## config.mk

```make
export PLATFORM = sky130hd
export DESIGN_NAME = gpio_irq_bank
export DESIGN_NICKNAME = d
export VERILOG_FILES = /design/src/rtl/gpio_bank_pkg.sv /design/src/rtl/gpio_regs.sv /design/src/rtl/gpio_edge_latch.sv /design/src/rtl/gpio_blink_div.sv /design/src/rtl/gpio_irq_reduce.sv /design/src/rtl/gpio_irq_bank.sv
export SDC_FILE = /design/constraint.sdc
export NUM_CORES = 1
export LEC_CHECK = 0
export BUFFER_PORTS_ARGS = -buffer_cell sky130_fd_sc_hd__buf_2
export CAP_MARGIN = 20
export CELL_PAD_IN_SITES_DETAIL_PLACEMENT = 1
export CELL_PAD_IN_SITES_GLOBAL_PLACEMENT = 1
export CORE_AREA = 5 5 175 244
export CTS_CLUSTER_DIAMETER = 150
export DETAILED_ROUTE_END_ITERATION = 6
export DIE_AREA = 0 0 180 249
export GPL_ROUTABILITY_DRIVEN = 0
export GPL_TIMING_DRIVEN = 0
export HOLD_SLACK_MARGIN = 0.06
export PLACE_DENSITY_LB_ADDON = 0.1
export SYNTH_ARGS = -nofsm -noshare
export SYNTH_HDL_FRONTEND = slang
export SYNTH_SLANG_ARGS = --single-unit
export TNS_END_PERCENT = 30
```

## constraint.sdc

```tcl
create_clock -name clk -period 12.7 [get_ports clk]
set_clock_uncertainty 0.05 [all_clocks]
set_input_delay 0.635 -clock clk [delete_from_list [all_inputs] [get_ports clk]]
set_output_delay 0.635 -clock clk [all_outputs]
set_load 0.02 [all_outputs]
```

## src/rtl/gpio_bank_pkg.sv

```systemverilog
package gpio_bank_pkg;
  // Register index = byte offset / 4
  typedef enum logic [2:0] {
    REG_OUT   = 3'd0,
    REG_DIR   = 3'd1,
    REG_BLINK = 3'd2,
    REG_POL   = 3'd3,
    REG_DIN   = 3'd4,
    REG_CAUSE = 3'd5,
    REG_EMASK = 3'd6,
    REG_LMASK = 3'd7
  } reg_idx_e;
endpackage

```

## src/rtl/gpio_regs.sv

```systemverilog
module gpio_regs
  import gpio_bank_pkg::*;
#(
  parameter int NPINS  = 32,
  parameter int ADDR_W = 8
) (
  input  logic              clk,
  input  logic              rst_n,
  input  logic [ADDR_W-1:0] addr,
  input  logic [NPINS-1:0]  wdata,
  input  logic              we,
  input  logic [NPINS-1:0]  din_word,
  input  logic [NPINS-1:0]  cause_word,
  output logic [NPINS-1:0]  rdata,
  output logic [NPINS-1:0]  out_q,
  output logic [NPINS-1:0]  dir_q,
  output logic [NPINS-1:0]  blink_q,
  output logic [NPINS-1:0]  pol_q,
  output logic [NPINS-1:0]  emask_q,
  output logic [NPINS-1:0]  lmask_q,
  output logic              cause_clr
);
  localparam int HI_W = ADDR_W - 5;

  logic     hit;
  reg_idx_e idx;
  logic [NPINS-1:0] out_d, dir_d, blink_d, pol_d, emask_d, lmask_d, rdata_d;

  assign hit       = (addr[ADDR_W-1:5] == HI_W'(0)) && (addr[1:0] == 2'b00);
  assign idx       = reg_idx_e'(addr[4:2]);
  assign cause_clr = we && hit && (idx == REG_CAUSE);

  always_comb begin
    out_d   = out_q;
    dir_d   = dir_q;
    blink_d = blink_q;
    pol_d   = pol_q;
    emask_d = emask_q;
    lmask_d = lmask_q;
    if (we && hit) begin
      unique case (idx)
        REG_OUT:   out_d   = wdata;
        REG_DIR:   dir_d   = wdata;
        REG_BLINK: blink_d = wdata;
        REG_POL:   pol_d   = wdata;
        REG_EMASK: emask_d = wdata;
        REG_LMASK: lmask_d = wdata;
        default:   ;
      endcase
    end
  end

  always_comb begin
    rdata_d = '0;
    if (hit) begin
      unique case (idx)
        REG_OUT:   rdata_d = out_q;
        REG_DIR:   rdata_d = dir_q;
        REG_BLINK: rdata_d = blink_q;
        REG_POL:   rdata_d = pol_q;
        REG_DIN:   rdata_d = din_word;
        REG_CAUSE: rdata_d = cause_word;
        REG_EMASK: rdata_d = emask_q;
        REG_LMASK: rdata_d = lmask_q;
        default:   rdata_d = '0;
      endcase
    end
  end

  always_ff @(posedge clk or negedge rst_n) begin
    if (!rst_n) begin
      out_q   <= '0;
      dir_q   <= '0;
      blink_q <= '0;
      pol_q   <= '0;
      emask_q <= '0;
      lmask_q <= '0;
      rdata   <= '0;
    end else begin
      out_q   <= out_d;
      dir_q   <= dir_d;
      blink_q <= blink_d;
      pol_q   <= pol_d;
      emask_q <= emask_d;
      lmask_q <= lmask_d;
      rdata   <= rdata_d;
    end
  end

  assert_out_write_R2: assert property (@(posedge clk) disable iff (!rst_n)
    (we && hit && idx == REG_OUT) |=> (out_q == $past(wdata)));

  assert_reset_masks_R1: assert property (@(posedge clk)
    $rose(rst_n) |-> (emask_q == '0 && lmask_q == '0));
endmodule

```

## src/rtl/gpio_edge_latch.sv

```systemverilog
module gpio_edge_latch #(
  parameter int NPINS = 32
) (
  input  logic             clk,
  input  logic             rst_n,
  input  logic [NPINS-1:0] pin_in,
  input  logic [NPINS-1:0] pol,
  input  logic             clr_we,
  input  logic [NPINS-1:0] clr_keep,
  output logic [NPINS-1:0] din,
  output logic [NPINS-1:0] cause
);
  logic [NPINS-1:0] sync1_q, sync2_q, prev_q;
  logic [NPINS-1:0] rise, cause_d;

  assign din     = sync2_q ^ pol;
  assign rise    = din & ~prev_q;
  assign cause_d = (cause & (clr_we ? clr_keep : '1)) | rise;

  always_ff @(posedge clk or negedge rst_n) begin
    if (!rst_n) begin
      sync1_q <= '0;
      sync2_q <= '0;
      prev_q  <= '0;
      cause   <= '0;
    end else begin
      sync1_q <= pin_in;
      sync2_q <= sync1_q;
      prev_q  <= din;
      cause   <= cause_d;
    end
  end

  assert_cause_sticky_R5: assert property (@(posedge clk) disable iff (!rst_n)
    !clr_we |=> ((cause & $past(cause)) == $past(cause)));

  assert_clear_zero_R6: assert property (@(posedge clk) disable iff (!rst_n)
    (clr_we && rise == '0) |=> ((cause & ~$past(cause & clr_keep)) == '0));

  assert_edge_wins_R7: assert property (@(posedge clk) disable iff (!rst_n)
    (rise != '0) |=> ((cause & $past(rise)) == $past(rise)));
endmodule

```

## src/rtl/gpio_blink_div.sv

```systemverilog
module gpio_blink_div #(
  parameter int DIV = 16
) (
  input  logic clk,
  input  logic rst_n,
  output logic tog
);
  localparam int CW = (DIV > 2) ? $clog2(DIV) : 1;
  localparam logic [CW-1:0] LAST = CW'(DIV - 1);

  logic [CW-1:0] cnt_q, cnt_d;
  logic          wrap, tog_d;

  assign wrap  = (cnt_q == LAST);
  assign cnt_d = wrap ? '0 : cnt_q + 1'b1;
  assign tog_d = wrap ? ~tog : tog;

  always_ff @(posedge clk or negedge rst_n) begin
    if (!rst_n) begin
      cnt_q <= '0;
      tog   <= 1'b0;
    end else begin
      cnt_q <= cnt_d;
      tog   <= tog_d;
    end
  end

  assert_cnt_range_R10: assert property (@(posedge clk) disable iff (!rst_n)
    cnt_q <= LAST);
endmodule

```

## src/rtl/gpio_irq_reduce.sv

```systemverilog
module gpio_irq_reduce #(
  parameter int NPINS = 32,
  parameter int GRP_W = 8,
  localparam int NGRP = NPINS / GRP_W
) (
  input  logic             clk,
  input  logic             rst_n,
  input  logic [NPINS-1:0] din,
  input  logic [NPINS-1:0] cause,
  input  logic [NPINS-1:0] emask,
  input  logic [NPINS-1:0] lmask,
  output logic [NGRP-1:0]  irq
);
  logic [NPINS-1:0] pend;
  assign pend = (din & lmask) | (cause & emask);

  for (genvar g = 0; g < NGRP; g++) begin : g_grp
    assign irq[g] = |pend[g*GRP_W +: GRP_W];
  end

  assert_masked_quiet_R9: assert property (@(posedge clk) disable iff (!rst_n)
    (emask == '0 && lmask == '0) |-> (irq == '0));
endmodule

```

## src/rtl/gpio_irq_bank.sv

```systemverilog
module gpio_irq_bank #(
  parameter int NPINS     = 32,
  parameter int GRP_W     = 8,
  parameter int ADDR_W    = 8,
  parameter int BLINK_DIV = 16
) (
  input  logic                     clk,
  input  logic                     rst_n,
  input  logic [ADDR_W-1:0]        bus_addr,
  input  logic [NPINS-1:0]         bus_wdata,
  input  logic                     bus_we,
  output logic [NPINS-1:0]         bus_rdata,
  input  logic [NPINS-1:0]         pin_in,
  output logic [NPINS-1:0]         pin_out,
  output logic [NPINS-1:0]         pin_oe,
  output logic [NPINS/GRP_W-1:0]   irq_grp
);
  logic rst_s1_q, rst_s2_q;
  logic [NPINS-1:0] out_q, dir_q, blink_q, pol_q, emask_q, lmask_q;
  logic [NPINS-1:0] din, cause;
  logic             cause_clr, tog;

  // asynchronous assert, synchronous release
  always_ff @(posedge clk or negedge rst_n) begin
    if (!rst_n) begin
      rst_s1_q <= 1'b0;
      rst_s2_q <= 1'b0;
    end else begin
      rst_s1_q <= 1'b1;
      rst_s2_q <= rst_s1_q;
    end
  end

  gpio_regs #(.NPINS(NPINS), .ADDR_W(ADDR_W)) i_regs (
    .clk(clk), .rst_n(rst_s2_q), .addr(bus_addr), .wdata(bus_wdata),
    .we(bus_we), .din_word(din), .cause_word(cause), .rdata(bus_rdata),
    .out_q(out_q), .dir_q(dir_q), .blink_q(blink_q), .pol_q(pol_q),
    .emask_q(emask_q), .lmask_q(lmask_q), .cause_clr(cause_clr)
  );

  gpio_edge_latch #(.NPINS(NPINS)) i_edge (
    .clk(clk), .rst_n(rst_s2_q), .pin_in(pin_in), .pol(pol_q),
    .clr_we(cause_clr), .clr_keep(bus_wdata), .din(din), .cause(cause)
  );

  gpio_blink_div #(.DIV(BLINK_DIV)) i_blink (
    .clk(clk), .rst_n(rst_s2_q), .tog(tog)
  );

  gpio_irq_reduce #(.NPINS(NPINS), .GRP_W(GRP_W)) i_irq (
    .clk(clk), .rst_n(rst_s2_q), .din(din), .cause(cause),
    .emask(emask_q), .lmask(lmask_q), .irq(irq_grp)
  );

  assign pin_oe  = ~dir_q;
  assign pin_out = out_q ^ ({NPINS{tog}} & blink_q & ~dir_q);

  assert_oe_dir_R3: assert property (@(posedge clk) disable iff (!rst_s2_q)
    (bus_we && bus_addr == ADDR_W'(4)) |=> (pin_oe == ~$past(bus_wdata)));
endmodule

```

==> impl_metrics.toml, run 1 <==
[critical_path]
r2r_end = "i_regs.dir_q[12]$_DFFE_PN0P_"
required_ps = 12020
setup.worst_path.class = "flip-flop to primary output"
startpoint_type = "flip-flop"
timing.rr.start = "rst_s2_q$_DFF_PN0_"
r2r_setup_slack_ps = 10510
worst-path-max-fanout = 10
worst_ep_arrival_time_ps = 2850
r2r_cells = 4
cp_capture_type = "primary output"

[detailed_routing]
drt-total-wl_mm = 49.0
first_iter_violations = 503
route.detailed.wl_per_inst_um = 25.4
drt-vias-per-instance = 5.30
final_antenna_net_count = 0
routed-via-count = 10220
detail_route.first_pass.iterations = 4
post-route-drc-count = 0

[clocking]
clock_insertion_delay_at_the_later_pin_of_the_skew_report_ps = 530
clock_tree_from_tritoncts = "done"
cts_setup_buffers = 0
path_clk_slew_ps = 70
count_of_instances_resized_after_the_clock_tree_is_built = 0
cts_inserted_buffers = 38
holdBufCountCts = 1
cts-root-buf = "sky130_fd_sc_hd__clkbuf_16"
number_of_h_tree_levels = 2
clk_path_buf_depth = 3
cts_sinks = 359

[synth]
synth_edf_count = 0
average_size_of_a_mapped_cell_um2 = 13.6
synth_top_flop_cell = "sky130_fd_sc_hd__dfrtp_1"
synth_cell_type_count = 44
post-synth-top-area-cell = "sky130_fd_sc_hd__dfrtp_1"
synth_top_area_frac = 0.579
synth_seq_area_share = 0.579
netlist_area_mm2 = 0.0155
synth_common_cells = "sky130_fd_sc_hd__dfrtp_1, sky130_fd_sc_hd__mux2_2, sky130_fd_sc_hd__o21ai_0, sky130_fd_sc_hd__mux2_4, sky130_fd_sc_hd__inv_1"
synth.ff_latch_count = 359
syn_nets = 1220
synthMostInstantiatedCell = "sky130_fd_sc_hd__dfrtp_1"
synth.yosys.warnings = 0
asyncSetResetFlopFracSynth = 1.00
post_synth_main_area_contributors = "sky130_fd_sc_hd__dfrtp_1, sky130_fd_sc_hd__mux2_4, sky130_fd_sc_hd__mux2_2"
syn-instance-count = 1144

[cells_and_area]
core_util_final = 0.461
design_area_mm2 = 0.0185
drive_gt1_frac = 0.360
area_delta_synth_final_pct = 19.2
design.final.nets = 1440
fill_cells = 4144

[pwr]
switching_share = 0.250
p_switching_mw = 0.656
ir_drop_mv = 0.0927
cellPowerDensity_mw_per_mm2 = 142
p_seq_frac = 0.469
portion_of_total_power_attributed_to_the_clock_network = 0.435
power.internal_mw = 1.97
combinationalPowerShare = 0.096
power.static_leakage_nw = 8.59

[grt]
grt_pass1_vias = 11387
antenna_found_initial = 4
global_route.usage.total = 0.216
grt_pass1_wl_mm = 74.2
grt_overflow_total = 0
grt_start_max_net_pins = 70

[floorplan]
placeableCoreArea_mm2 = 0.0402
ios = 175
floorplan.initialDensity = 0.386
num_rows = 87
dieArea_mm2 = 0.0448
die_h_um = 249
die_w_um = 180

[worst_hold_path]
hold_path_depth = 1
hold_start = "pin_in[17]"
timing.hold.worst_endpoint = "i_edge.sync1_q[17]$_DFF_PN0_"
holdCritPathClass = "input port to flip-flop"

[sta]
fin_hold_ws_ps = 152
finalWorstPathRequiredPeriod_ps = 3530
timing.max_slew.rel_slack = 0.246
final.setup.worst_slack_ps = 9170
grt_setup_unrepaired = "false"
finalHoldViolations = 0
fin_tns_setup_ps = 0
timing_worst_slew_pin_value_ps = 1130
fmax_mhz = 283
period_share = 0.278
finalMaxSlewViolations = 0
final-setup-viol-count = 0

[placed_design]
io_buffers = 173
detailed_place_hpwl_mm = 33.5
dpl_cell_area_mm2 = 0.0172
pre_cts_ws_ps = 9370

[status]
run_status = "finished, final reports clean"

[flow_run]
count_of_max_cap_constraint_violations = 0
[how the worst max path moves through the flow]
stage,startpoint,end,depth (start not counted)
floorplan,rst_s2_q$_DFF_PN0_,i_blink.cnt_q[0]$_DFF_PN0_,0
global placement,rst_s2_q$_DFF_PN0_,i_regs.rdata[17]$_DFF_PN0_,0
detailed placement,bus_addr[2],i_regs.rdata[11]$_DFF_PN0_,6
CTS,i_blink.tog$_DFFE_PN0N_,pin_out[11],5
global route,i_blink.tog$_DFFE_PN0N_,pin_out[11],5
finish,i_blink.tog$_DFFE_PN0N_,pin_out[11],5
[cells by family (layout without fill, tap and decap cells)]
| family | count (synthesis) | in the layout | synth area share |
|---|---|---|---|
| compound gates | 211 | 211 | 0.0815 |
| xor+xnor | 66 | 66 | 0.0373 |
| fa+ha+maj | 1 | 1 | 0.000806 |
| buf+inv | 128 | 375 | 0.0473 |
| flops | 359 | 359 | 0.579 |
| mux | 225 | 225 | 0.203 |
| other cells | 1 | 4 | 0.000242 |
| simple gates | 153 | 153 | 0.0504 |
[power groups by stage]
stage | clock network [mW] | registers [mW] | logic, mW
after floorplan | 0 | 1.25 | 0.143
after global placement | 0 | 1.27 | 0.226
after detailed placement | 0 | 1.25 | 0.256
after CTS | 1.18 | 1.23 | 0.258
after global routing | 1.22 | 1.24 | 0.275
final | 1.14 | 1.23 | 0.253
[worst max-delay path, stage by stage (launching register included)]
cell and delay [ps]:
sky130_fd_sc_hd__dfrtp_1 320, sky130_fd_sc_hd__clkbuf_1 460, sky130_fd_sc_hd__clkbuf_1 800, sky130_fd_sc_hd__nand3_1 190, sky130_fd_sc_hd__xnor2_1 310, sky130_fd_sc_hd__buf_2 230
[metal layers]
layer / global-route usage / wire (um)
met1: 0.280 / 21100
met2: 0.377 / 24800
met3: 0.0358 / 1950
met4: 0.0564 / 1130
met5: 0 / 11
[layout by cell type (no fill, tap or decap), types with 30 or more instances in the layout]
cell and n:
sky130_fd_sc_hd__xor2_1 30, sky130_fd_sc_hd__xnor2_1 36, sky130_fd_sc_hd__nand2_1 34, sky130_fd_sc_hd__o21ai_0 100, sky130_fd_sc_hd__inv_1 68, sky130_fd_sc_hd__nand3_1 40
sky130_fd_sc_hd__clkbuf_16 41, sky130_fd_sc_hd__dfrtp_1 358, sky130_fd_sc_hd__a21oi_1 34, sky130_fd_sc_hd__nor2_1 31, sky130_fd_sc_hd__mux2_4 90, sky130_fd_sc_hd__mux2_2 100
sky130_fd_sc_hd__buf_2 184
[registers in the layout (all words and copies together) (netlist names)]
name	count
i_blink.cnt_q	4
i_blink.tog	1
i_edge.cause	32
i_edge.prev_q	32
i_edge.sync1_q	32
i_edge.sync2_q	32
i_regs.blink_q	32
i_regs.dir_q	32
i_regs.emask_q	32
i_regs.lmask_q	32
i_regs.out_q	32
i_regs.pol_q	32
i_regs.rdata	32
rst_s1_q	1
rst_s2_q	1
[through the flow]
step | power [mW] | instances
floorplan | 1.40 | 1144
global placement | 1.50 | 1851
detailed placement | 1.51 | 1857
CTS | 2.67 | 1925
global route | 2.74 | 1926
finish | 2.63 | 1928
[layout make-up]
type	count	area (um^2)	share of cell area
clock inverter	10	106	0.00575
sequential	359	8990	0.486
tap	534	668	0.0361
clock buffer	57	1170	0.0630
inverter	68	255	0.0138
multi-input combinational	657	5800	0.313
antenna	3	7.51	0.000406
buffer	60	478	0.0258
timing repair buffer	180	1030	0.0559
Note: power is estimated with default switching activity, not from simulation.
==> run 2, diff against run 1 <==
- clock period: 12.7 -> 3.6 ns (I/O delays scaled with it)
==> run 2 against run 1 <==
  * Die area unchanged
  * Sequential power increased to 3.5 times the previous value
  * Global-route usage increased by 0.43 points
  * Routed wire length increased by 1.0%
  * Via count increased by 2.3%
  * Critical path depth unchanged
  * First-iteration DRC count increased by 1.8%
  * Combinational power increased to 3.8 times the previous value
  * Critical path type unchanged
==> impl_metrics.toml, run 2 (synthesized netlist as in run 1, its figures left out) <==
[status]
run_status = "finished, final reports clean"

[grt]
grt_pass1_wl_mm = 75.8
grt_pass1_vias = 11866
grt_overflow_total = 0
global_route.usage.total = 0.220
antenna_found_initial = 4
grt_start_max_net_pins = 65

[critical_path]
setup.worst_path.class = "flip-flop to primary output"
required_ps = 3370
path_common_cell = "sky130_fd_sc_hd__clkbuf_1"
crit_slowest_cell = "sky130_fd_sc_hd__clkbuf_1"
worst_ep_arrival_time_ps = 2930
worst-path-buf-inv = 3
crit_path_cell_trace = "clkbuf_1 > clkbuf_1 > nand3_1 > xnor2_1 > buf_2"
slowest_stage_delay_on_critical_path_ps = 790
worst-path-max-fanout = 10
startpoint_type = "flip-flop"
cp_capture_type = "primary output"
cp_top_family = "buffers and inverters"

[floorplan]
ios = 175
floorplan.initialDensity = 0.386
dieArea_mm2 = 0.0448
placeableCoreArea_mm2 = 0.0402
num_rows = 87
die_w_um = 180
die_h_um = 249

[pwr]
cellPowerDensity_mw_per_mm2 = 492
ir_drop_mv = 0.367
power.total_mw = 9.44
power.static_leakage_nw = 8.89

[cells_and_area]
core_util_final = 0.478
fill_cells = 4174
seq_cell_area_mm2 = 0.00899
design_area_mm2 = 0.0192
layout.cells.most_common_list = "sky130_fd_sc_hd__dfrtp_1, sky130_fd_sc_hd__buf_2, sky130_fd_sc_hd__o21ai_0, sky130_fd_sc_hd__mux2_2, sky130_fd_sc_hd__mux2_4"
most_frequent_standard_cell_in_the_layout_excluding_fill_and_tap_cells = "sky130_fd_sc_hd__dfrtp_1"
final_cells = 1997
area_of_the_multi_input_gates_mm2 = 0.00580
drive_gt1_frac = 0.347
design.final.nets = 1507
area_delta_synth_final_pct = 23.8

[placed_design]
post_place_cells = 1857
detailed_place_hpwl_mm = 33.3
io_buffers = 173
dpl_cell_area_mm2 = 0.0172
pre_cts_ws_ps = 801

[sta]
final.setup.worst_slack_ps = 436
final-setup-viol-count = 0
timing_worst_slew_pin_value_ps = 1160
timing.max_slew.rel_slack = 0.226
period_share = 0.879
fin_tns_setup_ps = 0
grt_setup_unrepaired = "false"
fmax_mhz = 316
finalHoldViolations = 0
finalWorstPathRequiredPeriod_ps = 3160
fin_hold_ws_ps = 207
finalMaxSlewViolations = 0

[worst_hold_path]
holdCritPathClass = "input port to flip-flop"

[clocking]
cts_inserted_buffers = 39
holdBufCountCts = 67
cts_setup_buffers = 0
path_clk_slew_ps = 60
number_of_h_tree_levels = 2
cts_sinks = 359
cts-root-buf = "sky130_fd_sc_hd__clkbuf_16"
clk_path_buf_depth = 3
clock_tree_from_tritoncts = "done"
clock_insertion_delay_at_the_later_pin_of_the_skew_report_ps = 530
count_of_instances_resized_after_the_clock_tree_is_built = 0

[detailed_routing]
drt-vias-per-instance = 5.24
final_antenna_net_count = 0
first_iter_violations = 512
post-route-drc-count = 0
detail_route.first_pass.iterations = 4
routed-via-count = 10459
drt-total-wl_mm = 49.5
route.detailed.wl_per_inst_um = 24.8

[flow_run]
count_of_max_cap_constraint_violations = 0
run 2: cell type report:
cell class,count,area share
clock inverters,18,0.0105
plain buffers,60,0.0249
inverters,68,0.0133
flip-flops and latches,359,0.468
clock buffers,52,0.0582
multi-input cells,657,0.302
repair buffers,246,0.0882
diodes,3,0.000391
well taps,534,0.0348
run 2: final timing paths:
path                                               from                            to  slack (ps)  depth (start not counted)
hold reg to reg            i_edge.sync1_q[13]$_DFF_PN0_  i_edge.sync2_q[13]$_DFF_PN0_         290                          0
max in group asynchronous            rst_s2_q$_DFF_PN0_   i_edge.sync1_q[8]$_DFF_PN0_        1500                          4
setup / recovery                i_blink.tog$_DFFE_PN0N_                   pin_out[11]         440                          5
hold / removal                              bus_addr[3]  i_regs.out_q[31]$_DFFE_PN0P_         210                          4
min in group asynchronous            rst_s2_q$_DFF_PN0_   i_edge.sync1_q[3]$_DFF_PN0_         330                          0
setup reg to reg                     rst_s2_q$_DFF_PN0_   i_edge.sync1_q[8]$_DFF_PN0_        1500                          4
run 2: report_power, final:
part	internal [mW]	switching (mW)
logic	0.410	0.539
clock network	2.47	1.68
registers	4.21	0.133
run 2: worst min-delay path, delay by kind of cell:
family	cells	cell delay [ps]
multiplexers	1	160
buffers and inverters	2	250
AND/OR/NAND/NOR	1	160
run 2: metal layers:
metal  track usage  wire [um]  up-vias
li1              -          -     4647
met1         0.281      21100     5499
met2         0.388      25000      241
met3        0.0383       2090       72
met4        0.0588       1320        0
met5             0          0        -
==> run 3, diff against run 2 <==
- CORE_AREA: 5 5 175 244 -> 5 5 158 221
- DIE_AREA: 0 0 180 249 -> 0 0 163 226
==> run 3 against run 2 <==
  * Critical endpoint unchanged
  * Worst setup slack improved by 140 ps
  * Worst hold slack got worse by 2.6 ps
  * Clock-buffer cell count increased by 1
  * Routed wire length decreased by 2.5%
  * Fmax increased by 4.7%
  * Via count increased by 1.5%
  * Non-clock buffer count decreased by 1
  * Largest cell class unchanged
  * Combinational power about the same
==> impl_metrics.toml, run 3 (synthesized netlist as in run 1, its figures left out) <==
[floorplan]
die_h_um = 226
ios = 175
num_rows = 79
floorplan.initialDensity = 0.473
die_w_um = 163
placeableCoreArea_mm2 = 0.0328
dieArea_mm2 = 0.0368

[pwr]
power.internal_mw = 7.00
p_seq_frac = 0.466
p_switching_mw = 2.32
power.total_mw = 9.32
portion_of_total_power_attributed_to_the_clock_network = 0.432
cellPowerDensity_mw_per_mm2 = 490
power.static_leakage_nw = 8.86
combinationalPowerShare = 0.102
switching_share = 0.249
ir_drop_mv = 0.393

[grt]
grt_pass1_vias = 11867
use_met3 = 0.0416
grt_util_met1 = 0.337
grt_overflow_total = 0
global_route.usage.total = 0.265
grt_start_max_net_pins = 70
grt_use_met2 = 0.469
global_route.peak_usage_layer = "met2"
antenna_found_initial = 0
grt_pass1_wl_mm = 73.6

[cells_and_area]
layout.cells.most_common_list = "sky130_fd_sc_hd__dfrtp_1, sky130_fd_sc_hd__buf_2, sky130_fd_sc_hd__o21ai_0, sky130_fd_sc_hd__mux2_2, sky130_fd_sc_hd__mux2_4"
area_delta_synth_final_pct = 22.6
fill_cells = 3287
most_frequent_standard_cell_in_the_layout_excluding_fill_and_tap_cells = "sky130_fd_sc_hd__dfrtp_1"
antenna_cells = 0
design.final.nets = 1504
drive_gt1_frac = 0.345

[sta]
finalHoldViolations = 0
final.setup.worst_slack_ps = 578
fin_tns_setup_ps = 0
grt_setup_unrepaired = "false"
period_share = 0.839
timing.max_slew.rel_slack = 0.274
finalMaxSlewViolations = 0
fmax_mhz = 331
timing_worst_slew_pin_value_ps = 1090
final-setup-viol-count = 0
finalWorstPathRequiredPeriod_ps = 3020

[placed_design]
detailed_place_hpwl_mm = 31.9
io_buffers = 173
pre_cts_ws_ps = 852

[detailed_routing]
routed-via-count = 10611
drt-vias-per-instance = 5.58
drt-total-wl_mm = 48.3
detail_route.first_pass.iterations = 5
post-route-drc-count = 0
final_antenna_net_count = 0
first_iter_violations = 565
route.detailed.wl_per_inst_um = 25.4

[clocking]
number_of_h_tree_levels = 2
clk_path_buf_depth = 3
cts_setup_buffers = 0
cts_sinks = 359
path_clk_slew_ps = 60
count_of_instances_resized_after_the_clock_tree_is_built = 0
holdBufCountCts = 67
cts-root-buf = "sky130_fd_sc_hd__clkbuf_16"
clock_insertion_delay_at_the_later_pin_of_the_skew_report_ps = 540
clock_tree_from_tritoncts = "done"
cts_inserted_buffers = 37

[flow_run]
count_of_max_cap_constraint_violations = 0

[critical_path]
required_ps = 3370
worst_ep_arrival_time_ps = 2790
setup.worst_path.class = "flip-flop to primary output"
worst-path-max-fanout = 10
cp_capture_type = "primary output"
startpoint_type = "flip-flop"

[status]
run_status = "finished, final reports clean"

[worst_hold_path]
holdCritPathClass = "flip-flop to asynchronous set/reset pin"
==> run 3: final timing paths <==
path                                    startpoint                            to  slack, ps  cells after the start
hold / removal                  rst_s2_q$_DFF_PN0_   i_edge.sync2_q[3]$_DFF_PN0_        200                      0
hold reg to reg                 rst_s2_q$_DFF_PN0_   i_edge.sync2_q[3]$_DFF_PN0_        200                      0
setup reg to reg           i_blink.tog$_DFFE_PN0N_       i_blink.tog$_DFFE_PN0N_       1850                      3
min in group clk                       bus_addr[3]   i_regs.out_q[0]$_DFFE_PN0P_        210                      4
setup / recovery           i_blink.tog$_DFFE_PN0N_                   pin_out[11]        580                      5
max in group asynchronous       rst_s2_q$_DFF_PN0_  i_regs.dir_q[17]$_DFFE_PN0P_       2230                      2
==> run 3: layer usage <==
layer	vias up	wire length [um]
li1	4633	-
met1	5628	19500
met2	273	25300
met3	77	2150
met4	0	1380
met5	-	0
==> run 3: through the flow <==
| step | util | cells | area, um^2 | hold slack (ps) |
|---|---|---|---|---|
| 6_report | 0.579 | 1900 | 19000 | 204 |
| 3_5_place_dp | 0.520 | 1767 | 17100 | -79.8 |
| 2_1_floorplan | - | 1144 | 15500 | -166 |
| 5_1_grt | 0.579 | 1900 | 19000 | 221 |
| 4_1_cts | 0.579 | 1900 | 19000 | 192 |
| 3_3_place_gp | 0.516 | 1762 | 16900 | -85.1 |
==> run 3: area by class of cell <==
cell class / count / area, um^2 / share of cell area
Multi-Input combinational cell: 657 / 5800 / 0.305
Buffer: 60 / 478 / 0.0251
Inverter: 68 / 255 / 0.0134
Clock buffer: 53 / 1120 / 0.0588
Timing Repair Buffer: 245 / 1670 / 0.0880
Clock inverter: 13 / 148 / 0.00777
Sequential cell: 359 / 8990 / 0.473
Tap cell: 445 / 557 / 0.0293
==> run 3: critical path: stages (launching register included) <==
cell	delay (ps)
sky130_fd_sc_hd__dfrtp_1	320
sky130_fd_sc_hd__clkbuf_1	450
sky130_fd_sc_hd__clkbuf_1	760
sky130_fd_sc_hd__nand3_1	180
sky130_fd_sc_hd__xnor2_1	310
sky130_fd_sc_hd__buf_2	230
==> run 3: power by group through the flow <==
stage	Sequential (mW)	Clock (mW)	Combinational [mW]
finish	4.34	4.03	0.952
CTS	4.34	4.10	0.959
global placement	4.48	0	0.784
floorplan	4.42	0	0.505
global route	4.36	4.25	1.03
detailed placement	4.42	0	0.895
